`src/rtl/hdlc_tx_pkg.sv`:
```
package hdlc_tx_pkg;
  typedef enum logic [0:0] {
    ST_FLAG = 1'b0,
    ST_DATA = 1'b1
  } tx_state_e;

  localparam logic [7:0] FLAG_PATTERN = 8'h7E;
  localparam logic [2:0] STUFF_RUN    = 3'd5;
endpackage

```
`src/rtl/hdlc_tx_gap_calc.sv`:
```
module hdlc_tx_gap_calc #(
  parameter int CNT_W = 4,
  parameter int GAP_W = CNT_W + 1
) (
  input  logic [CNT_W-1:0] cnt,
  input  logic             share_en,
  input  logic             share_qual,
  output logic [GAP_W-1:0] need
);
  logic             share_act;
  logic [GAP_W-1:0] cnt_ext;

  assign share_act = share_en & share_qual;
  assign cnt_ext   = GAP_W'(cnt);

  always_comb begin
    if (share_act) begin
      need = (cnt == '0) ? GAP_W'(1) : cnt_ext + GAP_W'(1);
    end else begin
      need = cnt_ext + GAP_W'(2);
    end
  end
endmodule

```
`src/rtl/hdlc_tx_hold.sv`:
```
module hdlc_tx_hold #(
  parameter int DATA_W = 8
) (
  input  logic              clk,
  input  logic              rst_n,
  input  logic [DATA_W-1:0] in_data,
  input  logic              in_valid,
  input  logic              in_last,
  output logic              in_ready,
  input  logic              take,
  output logic [DATA_W-1:0] hold_data,
  output logic              hold_last,
  output logic              hold_full
);
  logic [DATA_W-1:0] data_d, data_q;
  logic              last_d, last_q;
  logic              full_d, full_q;
  logic              accept;

  assign in_ready = ~full_q;
  assign accept   = in_valid & ~full_q;

  always_comb begin
    data_d = data_q;
    last_d = last_q;
    full_d = full_q;
    if (accept) begin
      data_d = in_data;
      last_d = in_last;
      full_d = 1'b1;
    end else if (take) begin
      full_d = 1'b0;
    end
  end

  always_ff @(posedge clk or negedge rst_n) begin
    if (!rst_n) begin
      data_q <= '0;
      last_q <= 1'b0;
      full_q <= 1'b0;
    end else begin
      data_q <= data_d;
      last_q <= last_d;
      full_q <= full_d;
    end
  end

  assign hold_data = data_q;
  assign hold_last = last_q;
  assign hold_full = full_q;
endmodule

```
`src/rtl/hdlc_tx_serial.sv`:
```
module hdlc_tx_serial
  import hdlc_tx_pkg::*;
#(
  parameter int DATA_W = 8,
  parameter int GAP_W  = 5
) (
  input  logic              clk,
  input  logic              rst_n,
  input  logic              bit_en,
  input  logic              hold_full,
  input  logic [DATA_W-1:0] hold_data,
  input  logic              hold_last,
  input  logic [GAP_W-1:0]  gap_need,
  output logic              take,
  output logic              tx_bit
);
  localparam int                BCNT_W    = $clog2(DATA_W);
  localparam logic [BCNT_W-1:0] BCNT_LAST = BCNT_W'(DATA_W - 1);

  tx_state_e         state_d, state_q;
  logic [DATA_W-1:0] sh_d, sh_q;
  logic              last_d, last_q;
  logic [BCNT_W-1:0] bcnt_d, bcnt_q;
  logic [2:0]        ones_d, ones_q;
  logic              bdone_d, bdone_q;
  logic [2:0]        fbit_d, fbit_q;
  logic [GAP_W-1:0]  sent_d, sent_q;
  logic [GAP_W-1:0]  req_d, req_q;
  logic              tx_d, tx_q;
  logic [GAP_W-1:0]  sent_inc;
  logic              cur_bit;
  logic              advance;

  assign cur_bit  = sh_q[bcnt_q];
  assign sent_inc = (sent_q == '1) ? sent_q : sent_q + GAP_W'(1);

  always_comb begin
    state_d = state_q;
    sh_d    = sh_q;
    last_d  = last_q;
    bcnt_d  = bcnt_q;
    ones_d  = ones_q;
    bdone_d = bdone_q;
    fbit_d  = fbit_q;
    sent_d  = sent_q;
    req_d   = req_q;
    tx_d    = tx_q;
    take    = 1'b0;
    advance = 1'b0;
    if (bit_en) begin
      case (state_q)
        ST_FLAG: begin
          tx_d = FLAG_PATTERN[fbit_q];
          if (fbit_q == 3'd7) begin
            fbit_d = '0;
            sent_d = sent_inc;
            if (hold_full && (sent_inc >= req_q)) begin
              state_d = ST_DATA;
              take    = 1'b1;
              sh_d    = hold_data;
              last_d  = hold_last;
              bcnt_d  = '0;
              ones_d  = '0;
              bdone_d = 1'b0;
            end
          end else begin
            fbit_d = fbit_q + 3'd1;
          end
        end
        default: begin
          if (ones_q == STUFF_RUN) begin
            tx_d   = 1'b0;
            ones_d = '0;
            advance = bdone_q;
          end else begin
            tx_d   = cur_bit;
            ones_d = cur_bit ? ones_q + 3'd1 : 3'd0;
            if (bcnt_q == BCNT_LAST) begin
              if (cur_bit && (ones_q == STUFF_RUN - 3'd1)) begin
                bdone_d = 1'b1;
              end else begin
                advance = 1'b1;
              end
            end else begin
              bcnt_d = bcnt_q + BCNT_W'(1);
            end
          end
          if (advance) begin
            if (!last_q && hold_full) begin
              take    = 1'b1;
              sh_d    = hold_data;
              last_d  = hold_last;
              bcnt_d  = '0;
              bdone_d = 1'b0;
            end else begin
              state_d = ST_FLAG;
              fbit_d  = '0;
              sent_d  = '0;
              req_d   = gap_need;
              bdone_d = 1'b0;
            end
          end
        end
      endcase
    end
  end

  always_ff @(posedge clk or negedge rst_n) begin
    if (!rst_n) begin
      state_q <= ST_FLAG;
      sh_q    <= '0;
      last_q  <= 1'b0;
      bcnt_q  <= '0;
      ones_q  <= '0;
      bdone_q <= 1'b0;
      fbit_q  <= '0;
      sent_q  <= '0;
      req_q   <= GAP_W'(1);
      tx_q    <= 1'b1;
    end else begin
      state_q <= state_d;
      sh_q    <= sh_d;
      last_q  <= last_d;
      bcnt_q  <= bcnt_d;
      ones_q  <= ones_d;
      bdone_q <= bdone_d;
      fbit_q  <= fbit_d;
      sent_q  <= sent_d;
      req_q   <= req_d;
      tx_q    <= tx_d;
    end
  end

  assign tx_bit = tx_q;
endmodule

```
`src/rtl/hdlc_tx_flagseq.sv`:
```
module hdlc_tx_flagseq #(
  parameter int DATA_W = 8,
  parameter int CNT_W  = 4
) (
  input  logic              clk,
  input  logic              rst_n,
  input  logic              bit_en,
  input  logic [DATA_W-1:0] in_data,
  input  logic              in_valid,
  input  logic              in_last,
  output logic              in_ready,
  input  logic [CNT_W-1:0]  cfg_flag_cnt,
  input  logic              cfg_share_en,
  input  logic              cfg_share_qual,
  output logic              tx_bit
);
  localparam int GAP_W = CNT_W + 1;

  logic [DATA_W-1:0] hold_data;
  logic              hold_last;
  logic              hold_full;
  logic              take;
  logic [GAP_W-1:0]  gap_need;

  hdlc_tx_hold #(.DATA_W(DATA_W)) u_hold (
    .clk       (clk),
    .rst_n     (rst_n),
    .in_data   (in_data),
    .in_valid  (in_valid),
    .in_last   (in_last),
    .in_ready  (in_ready),
    .take      (take),
    .hold_data (hold_data),
    .hold_last (hold_last),
    .hold_full (hold_full)
  );

  hdlc_tx_gap_calc #(.CNT_W(CNT_W), .GAP_W(GAP_W)) u_gap (
    .cnt        (cfg_flag_cnt),
    .share_en   (cfg_share_en),
    .share_qual (cfg_share_qual),
    .need       (gap_need)
  );

  hdlc_tx_serial #(.DATA_W(DATA_W), .GAP_W(GAP_W)) u_ser (
    .clk       (clk),
    .rst_n     (rst_n),
    .bit_en    (bit_en),
    .hold_full (hold_full),
    .hold_data (hold_data),
    .hold_last (hold_last),
    .gap_need  (gap_need),
    .take      (take),
    .tx_bit    (tx_bit)
  );
endmodule

```
`config.mk`:
```
export PLATFORM = sky130hd
export DESIGN_NAME = hdlc_tx_flagseq
export DESIGN_NICKNAME = d
export VERILOG_FILES = /design/src/rtl/hdlc_tx_pkg.sv /design/src/rtl/hdlc_tx_gap_calc.sv /design/src/rtl/hdlc_tx_hold.sv /design/src/rtl/hdlc_tx_serial.sv /design/src/rtl/hdlc_tx_flagseq.sv
export SDC_FILE = /design/constraint.sdc
export NUM_CORES = 1
export LEC_CHECK = 0
export BUFFER_PORTS_ARGS = -buffer_cell sky130_fd_sc_hd__buf_4
export CAP_MARGIN = 10
export CORE_MARGIN = 2
export CORE_UTILIZATION = 40
export DETAILED_ROUTE_END_ITERATION = 7
export GPL_TIMING_DRIVEN = 0
export SLEW_MARGIN = 0
export SYNTH_ARGS = -nofsm -noshare
export SYNTH_HDL_FRONTEND = slang
export SYNTH_SLANG_ARGS = --single-unit
```
`constraint.sdc`:
```
create_clock -name clk -period 2.7 [get_ports clk]
set_input_delay 0.54 -clock clk [delete_from_list [all_inputs] [get_ports clk]]
set_output_delay 0.54 -clock clk [all_outputs]
set_load 0.01 [all_outputs]
```
==> results.md <==
- The ratio of cells with drive above 1 in the final layout is 30.49%.
- The worst setup path is captured at a flip-flop.
- Dividing total power by cell area gives a power density of 815.9 nW/um2.
- The run finished with clean final reports.
- In the synthesized netlist, the number of instances is 212.
- The time the final worst path needs with I/O delays and setup is 2.626 ns.
- TritonCTS built the clock tree.
- The flip-flop and latch count after synthesis is 41.
- The placeable core region is 5507 um2.
- The repair_antennas step left the layout with diodes totalling 0.
- The maximum operating frequency is 380.8 MHz.
- The total length of routed wires is 4.364 mm.
- The vertical extent of the die is 79.68 um.
- The insertion delay to the later sink of the worst-skew pair is 0.30 ns.
- The count of pins on the block boundary is 21.
- The critical path is of the flip-flop to flip-flop type.
- The maximum number of pins on one net before global-route repair is 42.
- The kind of launch point of the worst setup path is a flip-flop.
- The net total in the final layout is 281.
- The clock passes through at most 2 buffers.
- Clock skew on the completed layout was measured at 0.01052 ns.
- The via count is 1660.
- The die covers 6349 um2.
- The share of synthesized area occupied by flip-flops and latches is 44.89%.
- The number of remaining DRC errors is 0.
- In this run, distinct cell masters in the synthesized netlist total 43.
- The number of pins with negative max-slew slack in the final report was 0.
- The initial standard-cell utilization of the core is 41.60%.
- The final critical path takes up 97.26% of the cycle.
- The number of global-route vias before repair is 1681.
- Measured against its own limit, the worst slew margin works out to 65.47%.
- The maximum net fanout on the critical path is 5.
- The register-to-register path setup slack is 0.07 ns.
- Setup violations remaining at the end of the flow were counted as 0.
- After routing, the total negative slack on setup checks comes to 0 ns.
- The static power due to leakage is 1.335 nW.
- The total power consumption of the routed design is 2.279 mW.
- The number of hold violations in the final report is 0.
- The mapped netlist covers 2291 um2.
- Tracing the worst setup path back leads to its startpoint at u_ser.sent_q[0].
- In this run the critical register-to-register path is launched from u_ser.sent_q[0].
- The number of antenna violations at the first check in global routing was 0.
- The residual overflow from global routing is 0.
- Input and output buffers added on the ports amount to 20.
- The initialized floorplan defines 27 standard-cell rows.
- The count of antenna-violating nets left after detailed routing is 0.
- Compared with the post-synthesis result, the final layout area differs by 21.90%.
- The weighted congestion reported at the end of routability-driven placement is 0.7649.
- Buffers inserted to repair hold after CTS numbered 0.
- The total global-route track usage is 15.39%.
- The max-capacitance violation count is 0.
- The class of the tightest hold or removal check is input pin to async pin.
- For the worst setup path, the data arrival time is 2.81 ns.
- Setup repair after global routing could not meet its margin everywhere.
- Clock-pin slew was measured on the worst setup and hold paths at 0.09 ns.
- After routing the design area is 2793 um2.
- The horizontal die dimension is 79.68 um.
- The first-pass GRT wire length is 7.693 mm.
- The starting DRC count in detailed routing is 89.
- The worst hold-check slack is 0.2079 ns.
- The total CTS buffers is 5.
- The main flop type after synthesis is dfrtp_1.
- The iteration count of the initial detailed-routing pass is 4.
- The number of nets in the synthesized netlist is 248.
- Across the VDD grid, the largest voltage drop is 0.4252 mV.
- The number of levels in the clock H-tree is 2.
- The average instance in the mapped netlist occupies 10.81 um2.
- After synthesis, the share of flip-flops with an asynchronous set or reset is 100.0%.
- At the placement stage, the worst setup path has a slack of -0.3716 ns.
- The required time at the worst-slack endpoint is 2.89 ns.
- After detailed routing, the average wire length per cell comes to 13.72 um.
- Counting flops with a built-in enable in the synthesized netlist gives 0.
- In this run the cell area measured after placement is 2532 um2.
- The wire-length estimate of the detail-placed layout is 3.041 mm.
- The least setup slack across all paths after layout is 0.07389 ns.
- The post-detailed-route via-to-cell ratio is 5.220.
- The number of warnings printed during yosys synthesis is 0.
- At the pin with the least slew margin, the transition time is 0.5180 ns.
- The clock sink count is 41.
- The library cell used as clock root buffer is clkbuf_8.
synth_stat cells, drive strengths merged, types with 2 or more instances:
cell type	count	area [um2]
o211ai	3	27.52
o22ai	2	12.51
dfstp	2	52.55
nor2	8	30.03
clkbuf	4	15.01
nor2b	3	18.77
nand2b	5	31.28
dfrtp	39	975.9
ha	17	212.7
a31oi	5	31.28
mux4	2	52.55
or2	2	12.51
a211oi	2	15.01
inv	15	56.30
mux2	20	225.2
nand2	23	86.33
a21boi	3	33.78
a21oi	9	45.04
a21o	3	23.77
xnor2	2	17.52
o21ai	13	65.06
nand3	5	25.02
mux2i	4	43.79
a22o	4	35.03
o221a	3	33.78
kinds of logic after synthesis:
| group | Yosys count | synth area share, % |
|---|---|---|
| xor+xnor | 2 | 0.7647 |
| simple gates | 52 | 10.76 |
| mux | 26 | 14.04 |
| compound gates | 54 | 16.82 |
| fa+ha+maj | 17 | 9.284 |
| flops | 41 | 44.89 |
| buf+inv | 20 | 3.440 |
where the power goes:
part / leakage (nW) / internal (mW) / total, mW / switching, mW
Combinational: 0.764 / 0.471 / 0.836 / 0.364
Sequential: 0.516 / 0.807 / 0.938 / 0.131
Clock: 0.0543 / 0.277 / 0.505 / 0.229
worst max-delay path, stage by stage (launching register included):
cell and delay, ns:
dfrtp_2 0.44, ha_4 0.18, and3_4 0.20, nand2_4 0.06, mux2_4 0.31, ha_4 0.26, nand2_2 0.04, o21ai_2 0.14
a21o_2 0.17, a21boi_4 0.25, buf_12 0.15, mux2_2 0.32
registers in the layout, summed over array words and instances (netlist names), 3 cells and up:
signal,cells
u_hold.hold_data,8
u_ser.sent_q,5
u_ser.sh_q,8
u_ser.ones_q,3
u_ser.bcnt_q,3
u_ser.req_q,5
u_ser.fbit_q,3
path summary, 6_finish.rpt:
kind                                       end  depth (start not counted)
setup / recovery                 u_ser.sh_q[6]                         11
hold / removal                   u_ser.bdone_q                          1
setup reg to reg                 u_ser.sh_q[6]                         11
hold reg to reg                 u_ser.req_q[2]                          2
max in group asynchronous      u_ser.sent_q[0]                          1
min in group clk           u_hold.hold_data[2]                          2
stage by stage:
step	util [%]	std cells
3_5_place_dp	45.99	304
3_3_place_gp	45.99	304
6_report	50.72	318
2_1_floorplan	-	212
5_1_grt	50.72	318
4_1_cts	49.22	317
final cells by class:
type	instances	area [um2]
fill	522	2714
clock buffer	5	68.82
sequential	41	1030
tap	72	90.09
timing repair buffer	26	225.2
inverter	15	56.30
buffer	5	26.28
multi-input combinational	151	1250
clock inverter	3	46.29
layer usage:
metal  track usage (%)  vias to the layer above  part of all wire, %
met5                 0                        -                    0
met4             4.310                        0                 0.73
met3             3.959                        4                  3.8
met2             24.54                       27                   47
met1             20.71                      798                   49
li1                  -                      831                    -
cell usage in the layout, fill, tap and decap left out, types with 3 or more instances in the layout:
cell type / netlist / final
inv_1: 15 / 15
o21ai_0: 13 / 12
dfrtp_1: 39 / 38
clkbuf_8: 0 / 5
nand2_1: 23 / 21
a22o_1: 4 / 4
mux2i_1: 3 / 3
nand2b_1: 5 / 5
a21oi_1: 9 / 9
a31oi_1: 5 / 5
nand3_1: 5 / 5
o221a_2: 3 / 3
mux2_4: 0 / 6
mux2_2: 20 / 14
buf_4: 1 / 25
nor2_1: 8 / 8
nor2b_1: 3 / 3
clkbuf_1: 4 / 3
ha_1: 17 / 15
timing repair:
| action | CTS | global route |
|---|---|---|
| setup buffers | 5 | 0 |
| setup endpoints to repair | 16 | 10 |
| resized for setup | 7 | 11 |
| endpoints found under the hold margin | 0 | 0 |
| cloned | 0 | 1 |
| pin swaps | 2 | 5 |
(Power assumes the default switching activity.)
